===== src/rtl/rstseq_pkg.sv =====
package rstseq_pkg;
  typedef enum logic [1:0] {
    SEQ_STRETCH = 2'd0,
    SEQ_HOLD    = 2'd1,
    SEQ_DONE    = 2'd2
  } seq_state_t;

  function automatic int cnt_width(input int a, input int b);
    int m;
    m = (a > b) ? a : b;
    return $clog2(m + 1);
  endfunction
endpackage


===== src/rtl/rstseq_sync.sv =====
module rstseq_sync #(
  parameter int STAGES = 2
) (
  input  logic clk,
  input  logic arst_n,
  output logic rst_o
);
  logic [STAGES-1:0] pipe_q;

  always_ff @(posedge clk or negedge arst_n) begin
    if (!arst_n) pipe_q <= '0;
    else         pipe_q <= {pipe_q[STAGES-2:0], 1'b1};
  end

  assign rst_o = ~pipe_q[STAGES-1];
endmodule


===== src/rtl/rstseq_timer.sv =====
module rstseq_timer #(
  parameter int W = 8
) (
  input  logic         clk,
  input  logic         clr,
  input  logic         run,
  input  logic [W-1:0] limit,
  output logic         hit
);
  logic [W-1:0] cnt_q;

  assign hit = run && (cnt_q == limit - W'(1));

  always_ff @(posedge clk or posedge clr) begin
    if (clr)      cnt_q <= '0;
    else if (hit) cnt_q <= '0;
    else if (run) cnt_q <= cnt_q + W'(1);
  end
endmodule


===== src/rtl/rstseq_fsm.sv =====
module rstseq_fsm
  import rstseq_pkg::*;
#(
  parameter logic STRAP_LEVEL = 1'b0
) (
  input  logic       clk,
  input  logic       rst,
  input  logic       stretch_hit,
  input  logic       hold_hit,
  output seq_state_t state,
  output logic       core_rst_n,
  output logic       strap_drv,
  output logic       strap_en,
  output logic       done
);
  always_ff @(posedge clk or posedge rst) begin
    if (rst) begin
      state      <= SEQ_STRETCH;
      core_rst_n <= 1'b0;
      strap_drv  <= STRAP_LEVEL;
      strap_en   <= 1'b1;
      done       <= 1'b0;
    end else begin
      case (state)
        SEQ_STRETCH: if (stretch_hit) begin
          state      <= SEQ_HOLD;
          core_rst_n <= 1'b1;
        end
        SEQ_HOLD: if (hold_hit) begin
          state     <= SEQ_DONE;
          strap_en  <= 1'b0;
          strap_drv <= 1'b0;
          done      <= 1'b1;
        end
        default: state <= SEQ_DONE;
      endcase
    end
  end
endmodule


===== src/rtl/rstseq_top.sv =====
module rstseq_top
  import rstseq_pkg::*;
#(
  parameter int   STRETCH_CYCLES = 100000,
  parameter int   HOLD_CYCLES    = 10,
  parameter int   SETUP_MIN      = 4,
  parameter logic STRAP_LEVEL    = 1'b0
) (
  input  logic bus_clk,
  input  logic plat_rst_n,
  output logic core_rst_n,
  output logic strap_drv,
  output logic strap_en,
  output logic seq_done
);
  localparam int W = cnt_width(STRETCH_CYCLES, HOLD_CYCLES);
  localparam logic [W-1:0] STRETCH_L = W'(STRETCH_CYCLES);
  localparam logic [W-1:0] HOLD_L    = W'(HOLD_CYCLES);

  generate
    if (HOLD_CYCLES < 2 || HOLD_CYCLES > 20) begin : g_bad_hold
      $error("HOLD_CYCLES must lie in 2..20");
    end
    if (STRETCH_CYCLES < SETUP_MIN) begin : g_bad_stretch
      $error("STRETCH_CYCLES must be at least SETUP_MIN");
    end
  endgenerate

  logic       rst_s;
  logic       hit;
  seq_state_t state;
  logic       run;
  logic [W-1:0] limit;

  rstseq_sync #(.STAGES(2)) u_sync (
    .clk(bus_clk), .arst_n(plat_rst_n), .rst_o(rst_s)
  );

  assign run   = (state != SEQ_DONE);
  assign limit = (state == SEQ_STRETCH) ? STRETCH_L : HOLD_L;

  rstseq_timer #(.W(W)) u_timer (
    .clk(bus_clk), .clr(rst_s), .run(run), .limit(limit), .hit(hit)
  );

  rstseq_fsm #(.STRAP_LEVEL(STRAP_LEVEL)) u_fsm (
    .clk(bus_clk), .rst(rst_s),
    .stretch_hit(hit && state == SEQ_STRETCH),
    .hold_hit(hit && state == SEQ_HOLD),
    .state(state), .core_rst_n(core_rst_n), .strap_drv(strap_drv),
    .strap_en(strap_en), .done(seq_done)
  );

  // Window counters used only by the checks below
  logic [W:0] stretch_seen, hold_seen;
  always_ff @(posedge bus_clk or posedge rst_s) begin
    if (rst_s) begin
      stretch_seen <= '0;
      hold_seen    <= '0;
    end else begin
      if (!core_rst_n)            stretch_seen <= stretch_seen + 1'b1;
      if (core_rst_n && strap_en) hold_seen    <= hold_seen + 1'b1;
    end
  end


  stretch_len_chk: assert property (@(posedge bus_clk) disable iff (rst_s)
    $rose(core_rst_n) |-> stretch_seen == (W+1)'(STRETCH_CYCLES));

  strap_in_reset_chk: assert property (@(posedge bus_clk) disable iff (rst_s)
    !core_rst_n |-> (strap_en && strap_drv == STRAP_LEVEL));

  strap_setup_chk: assert property (@(posedge bus_clk) disable iff (rst_s)
    $rose(core_rst_n) |-> ($past(strap_en, 1) && $past(strap_en, 4)));

  hold_len_chk: assert property (@(posedge bus_clk) disable iff (rst_s)
    $fell(strap_en) |-> (core_rst_n && hold_seen == (W+1)'(HOLD_CYCLES)));

  done_state_chk: assert property (@(posedge bus_clk) disable iff (rst_s)
    seq_done |-> (core_rst_n && !strap_en && !strap_drv));
endmodule


===== config.mk =====
export PLATFORM = sky130hd
export DESIGN_NAME = rstseq_top
export DESIGN_NICKNAME = d
export VERILOG_FILES = /design/src/rtl/rstseq_pkg.sv /design/src/rtl/rstseq_sync.sv /design/src/rtl/rstseq_timer.sv /design/src/rtl/rstseq_fsm.sv /design/src/rtl/rstseq_top.sv
export SDC_FILE = /design/constraint.sdc
export NUM_CORES = 1
export LEC_CHECK = 0
export BUFFER_PORTS_ARGS = -buffer_cell sky130_fd_sc_hd__buf_2
export CAP_MARGIN = 20
export CORE_AREA = 8 8 66 68
export CTS_CLUSTER_DIAMETER = 40
export DETAILED_ROUTE_END_ITERATION = 8
export DIE_AREA = 0 0 74 76
export PLACE_DENSITY = 0.61
export SLEW_MARGIN = 10
export SYNTH_ARGS = -nofsm -noshare
export SYNTH_HDL_FRONTEND = slang
export SYNTH_SLANG_ARGS = --single-unit

===== constraint.sdc =====
create_clock -name bus_clk -period 0.8 [get_ports bus_clk]
set_input_delay 0.08 -clock bus_clk [delete_from_list [all_inputs] [get_ports bus_clk]]
set_output_delay 0.08 -clock bus_clk [all_outputs]
set_load 0.01 [all_outputs]

==> out/metrics.csv <==
stage,metric,value,unit
outcome,status,"complete, but fails checks",
outcome,failing checks,negative setup slack,
synthesis,"FF+latch count, synth",24,
place,DPL Wire Length,1.84,mm
layout,share of cells above drive strength 1,50.3,%
clocking,Clock Tree Buf Depth,2,
floorplanning,area of the core,0.00344,mm²
power,Leakage,0.796,nW
layout,# diodes,0,
synthesis,Syn Inst Count,108,
sta,Fin. Hold Viols,0,
grt,vias in the first global route,1038,
synthesis,cell area after synthesis,0.00113,mm²
clocking,Clock Sink Count,24,
route,Vias/cell,4.56,
critical_path,CP arrival,1.88,ns
critical_path,R2R Path Start,u_timer.cnt_q[2],
critical_path,CP endpoint kind,register,
clocking,H-tree Lvls,1,
clocking,clock buffer count from CTS,3,
critical_path,Critical Path RT,1.02,ns
clocking,clock-pin slew on the worst setup and hold paths,0.14,ns
route,Post-Route WL,2.63,mm
clocking,Root Buffer,clkbuf_4,
power,Power Density,1060,mW/mm²
sta,Final Max Tran Viols,0,
grt,Total GRT Usage,10.3,%
floorplanning,Die Y,76,µm
clocking,TritonCTS clock tree,done,
power,VDD IR max,1.09,mV
critical_path,crit path max-delay cell type,or4b_4,
sta,final worst setup slack,-0.864,ns
floorplanning,Die ar.,0.00562,mm²
synthesis,mean post-synth cell area,10.4,µm²
critical_path,"Largest delay share family, worst path",simple AND/OR/NAND/NOR gates,
layout,FF+latch area,602,µm²
layout,Syn-to-layout area delta,52.5,%
layout,final core utilization,50.0,%
layout,Fillers,307,
min_path,HP Class,in -> async,
route,Via Count,935,
critical_path,critical path launch point,u_timer.cnt_q[2],
floorplanning,Rows,22,
layout,Final Non-Filler Cells,205,
clocking,Worst-Skew Late Latency,0.32,ns
place,Post-Place Cell Area,0.00148,mm²
layout,Layout Cell Area excl Fill,0.00172,mm²
critical_path,CP startpoint kind,register,
critical_path,Worst Path Max Fanout,5,
sta,unrepaired setup endpoints after global routing,true,
layout,fin nets,161,
place,port buffer count,4,
route,DRC errors left,0,
flow_run,maxcap violations,0,
place,placed cell count,194,
floorplanning,Initial Util,32.8,%
critical_path,CP max stage delay,0.55,ns
synthesis,register area share after synthesis,53.4,%
critical_path,crit path kind,reg -> reg,
sta,crit share post-route,208,%
critical_path,cells along the critical path,"nand2_1, or4b_4, a21oi_4, buf_6, o21ai_2, a21o_1",
route,Wirelength per Cell,12.8,µm
synthesis,library cells used by synthesis,31,
critical_path,CP bufs+invs,1,
grt,largest net degree at the start of global routing,23,
power,Pwr Total,1.83,mW
sta,Final Setup Violations,25,
route,Pre-antenna DRT Iters,4,
place,pre-CTS setup slack,-0.916,ns
sta,Sum Neg Setup Slack,-17.13,ns
floorplanning,die span in x,74,µm
layout,Multi-input gate area,641,µm²
sta,crit path time final,1.66,ns
sta,Setup Skew,0.00556,ns
grt,initial antenna violation count,0,
grt,final global-route overflow total,0,
place,GP Congestion,0.787,
synthesis,YS warnings,0,
synthesis,syn nets,111,
sta,highest clock rate,0.601,GHz
route,number of DRC markers in iteration 0,12,
grt,first-pass GRT wire length,4.55,mm
floorplanning,total I/O pin count,6,
route,Final ANT Viol Nets,0,
sta,worst hold slack,0.0425,ns
## routing by layer
layer,wire length [µm],part of all wire [%],track usage [%],vias up
li1,-,-,-,463
met1,1120,43,11.7,457
met2,1410,54,17.7,9
met3,45,1.7,1.97,6
met4,58,2.2,4.40,0
met5,0,0,0,-
## synth_stat cells
| cell | number | area share, % |
|---|---|---|
| dfrtp_1 | 23 | 51 |
| nor2_1 | 13 | 4.3 |
| nand2_1 | 11 | 3.7 |
| xnor2_1 | 8 | 6.2 |
| xor2_1 | 7 | 5.4 |
| nand4_1 | 6 | 3.3 |
| nand3_1 | 4 | 1.8 |
| nor3_1 | 4 | 1.8 |
| nor4_1 | 4 | 2.2 |
| nand2b_1 | 3 | 1.7 |
| o21ai_0 | 3 | 1.3 |
| conb_1 | 2 | 0.67 |
| nor2_2 | 2 | 1.1 |
| a21o_1 | 1 | 0.67 |
| a21o_2 | 1 | 0.78 |
| a21oi_1 | 1 | 0.44 |
| a21oi_4 | 1 | 1.4 |
| and2_1 | 1 | 0.56 |
| and3_2 | 1 | 0.67 |
| and4_1 | 1 | 0.78 |
| buf_4 | 1 | 0.67 |
| buf_6 | 1 | 1.0 |
| dfstp_2 | 1 | 2.3 |
| ha_1 | 1 | 1.1 |
| inv_1 | 1 | 0.33 |
| nand3b_1 | 1 | 0.67 |
| nor2b_1 | 1 | 0.56 |
| o21a_1 | 1 | 0.67 |
| o21bai_1 | 1 | 0.67 |
| or4b_1 | 1 | 0.89 |
| or4b_4 | 1 | 1.2 |
## placed cells by master, fill, tap and decap left out, types with 2 or more instances in the layout
cell type,netlist,routed
buf_4,1,35
dfrtp_1,23,23
nand2_1,11,9
xor2_1,7,7
buf_6,1,7
nand4_1,6,6
xnor2_1,8,6
nor2_1,13,6
nor2_2,2,5
nor3_1,4,4
nor2_4,0,4
clkbuf_4,0,3
buf_2,0,3
or4b_4,1,2
nand2b_4,0,2
nor4_1,4,2
nor4_2,0,2
nand3_2,0,2
nand3_1,4,2
o21ai_2,0,2
xnor2_2,0,2
conb_1,2,2
## state kept, by name, summed over array words and instances, names as in the netlist
| register | count |
|---|---|
| u_fsm.done | 1 |
| u_sync.pipe_q | 2 |
| u_timer.cnt_q | 17 |
| u_fsm.strap_en | 1 |
| u_fsm.core_rst_n | 1 |
| u_fsm.state | 2 |
## worst register-to-register path, cell delays in order (launching register included)
cell	delay, ns
dfrtp_1	0.44
nand2_1	0.08
or4b_4	0.55
a21oi_4	0.19
buf_6	0.13
o21ai_2	0.04
a21o_1	0.14
## cell families after synthesis
group | share of synthesized area, %
flops | 53.4
fa+ha+maj | 1.11
simple gates | 25.2
xor+xnor | 11.7
other cells | 0.666
compound gates | 5.99
buf+inv | 2.00
## final cells by class
cell class                 count  area share, %
timing repair buffer          47           22.5
sequential                    24           35.0
inverter                       1          0.218
multi-input combinational     81           37.3
tap                           48           3.49
clock buffer                   4           1.53
## where the power goes
| part | switching (mW) | internal [mW] |
|---|---|---|
| Sequential | 0.00282 | 1.22 |
| Combinational | 0.0258 | 0.0148 |
| Clock | 0.373 | 0.195 |
| Total | 0.401 | 1.43 |
## final timing paths
path                                         end  slack, ns  cells past startpoint
worst max register to register  u_timer.cnt_q[2]      -0.86                      6
worst min-delay path            u_sync.pipe_q[1]       0.04                      2
worst min register to register  u_timer.cnt_q[9]       0.22                      1
worst max-delay path            u_timer.cnt_q[2]      -0.86                      6
min in group bus_clk            u_sync.pipe_q[1]       0.37                      0
max in group asynchronous         u_fsm.strap_en       0.36                      1
## repair_timing
item / CTS / global route
setup endpoints to repair: 25 / 25
endpoints found under the hold margin: 2 / 0
resized for setup: 32 / 7
pin swaps: 22 / 8
setup buffers: 6 / 2
hold buffers: 1 / 0
Power figures use the tool's default switching activity.
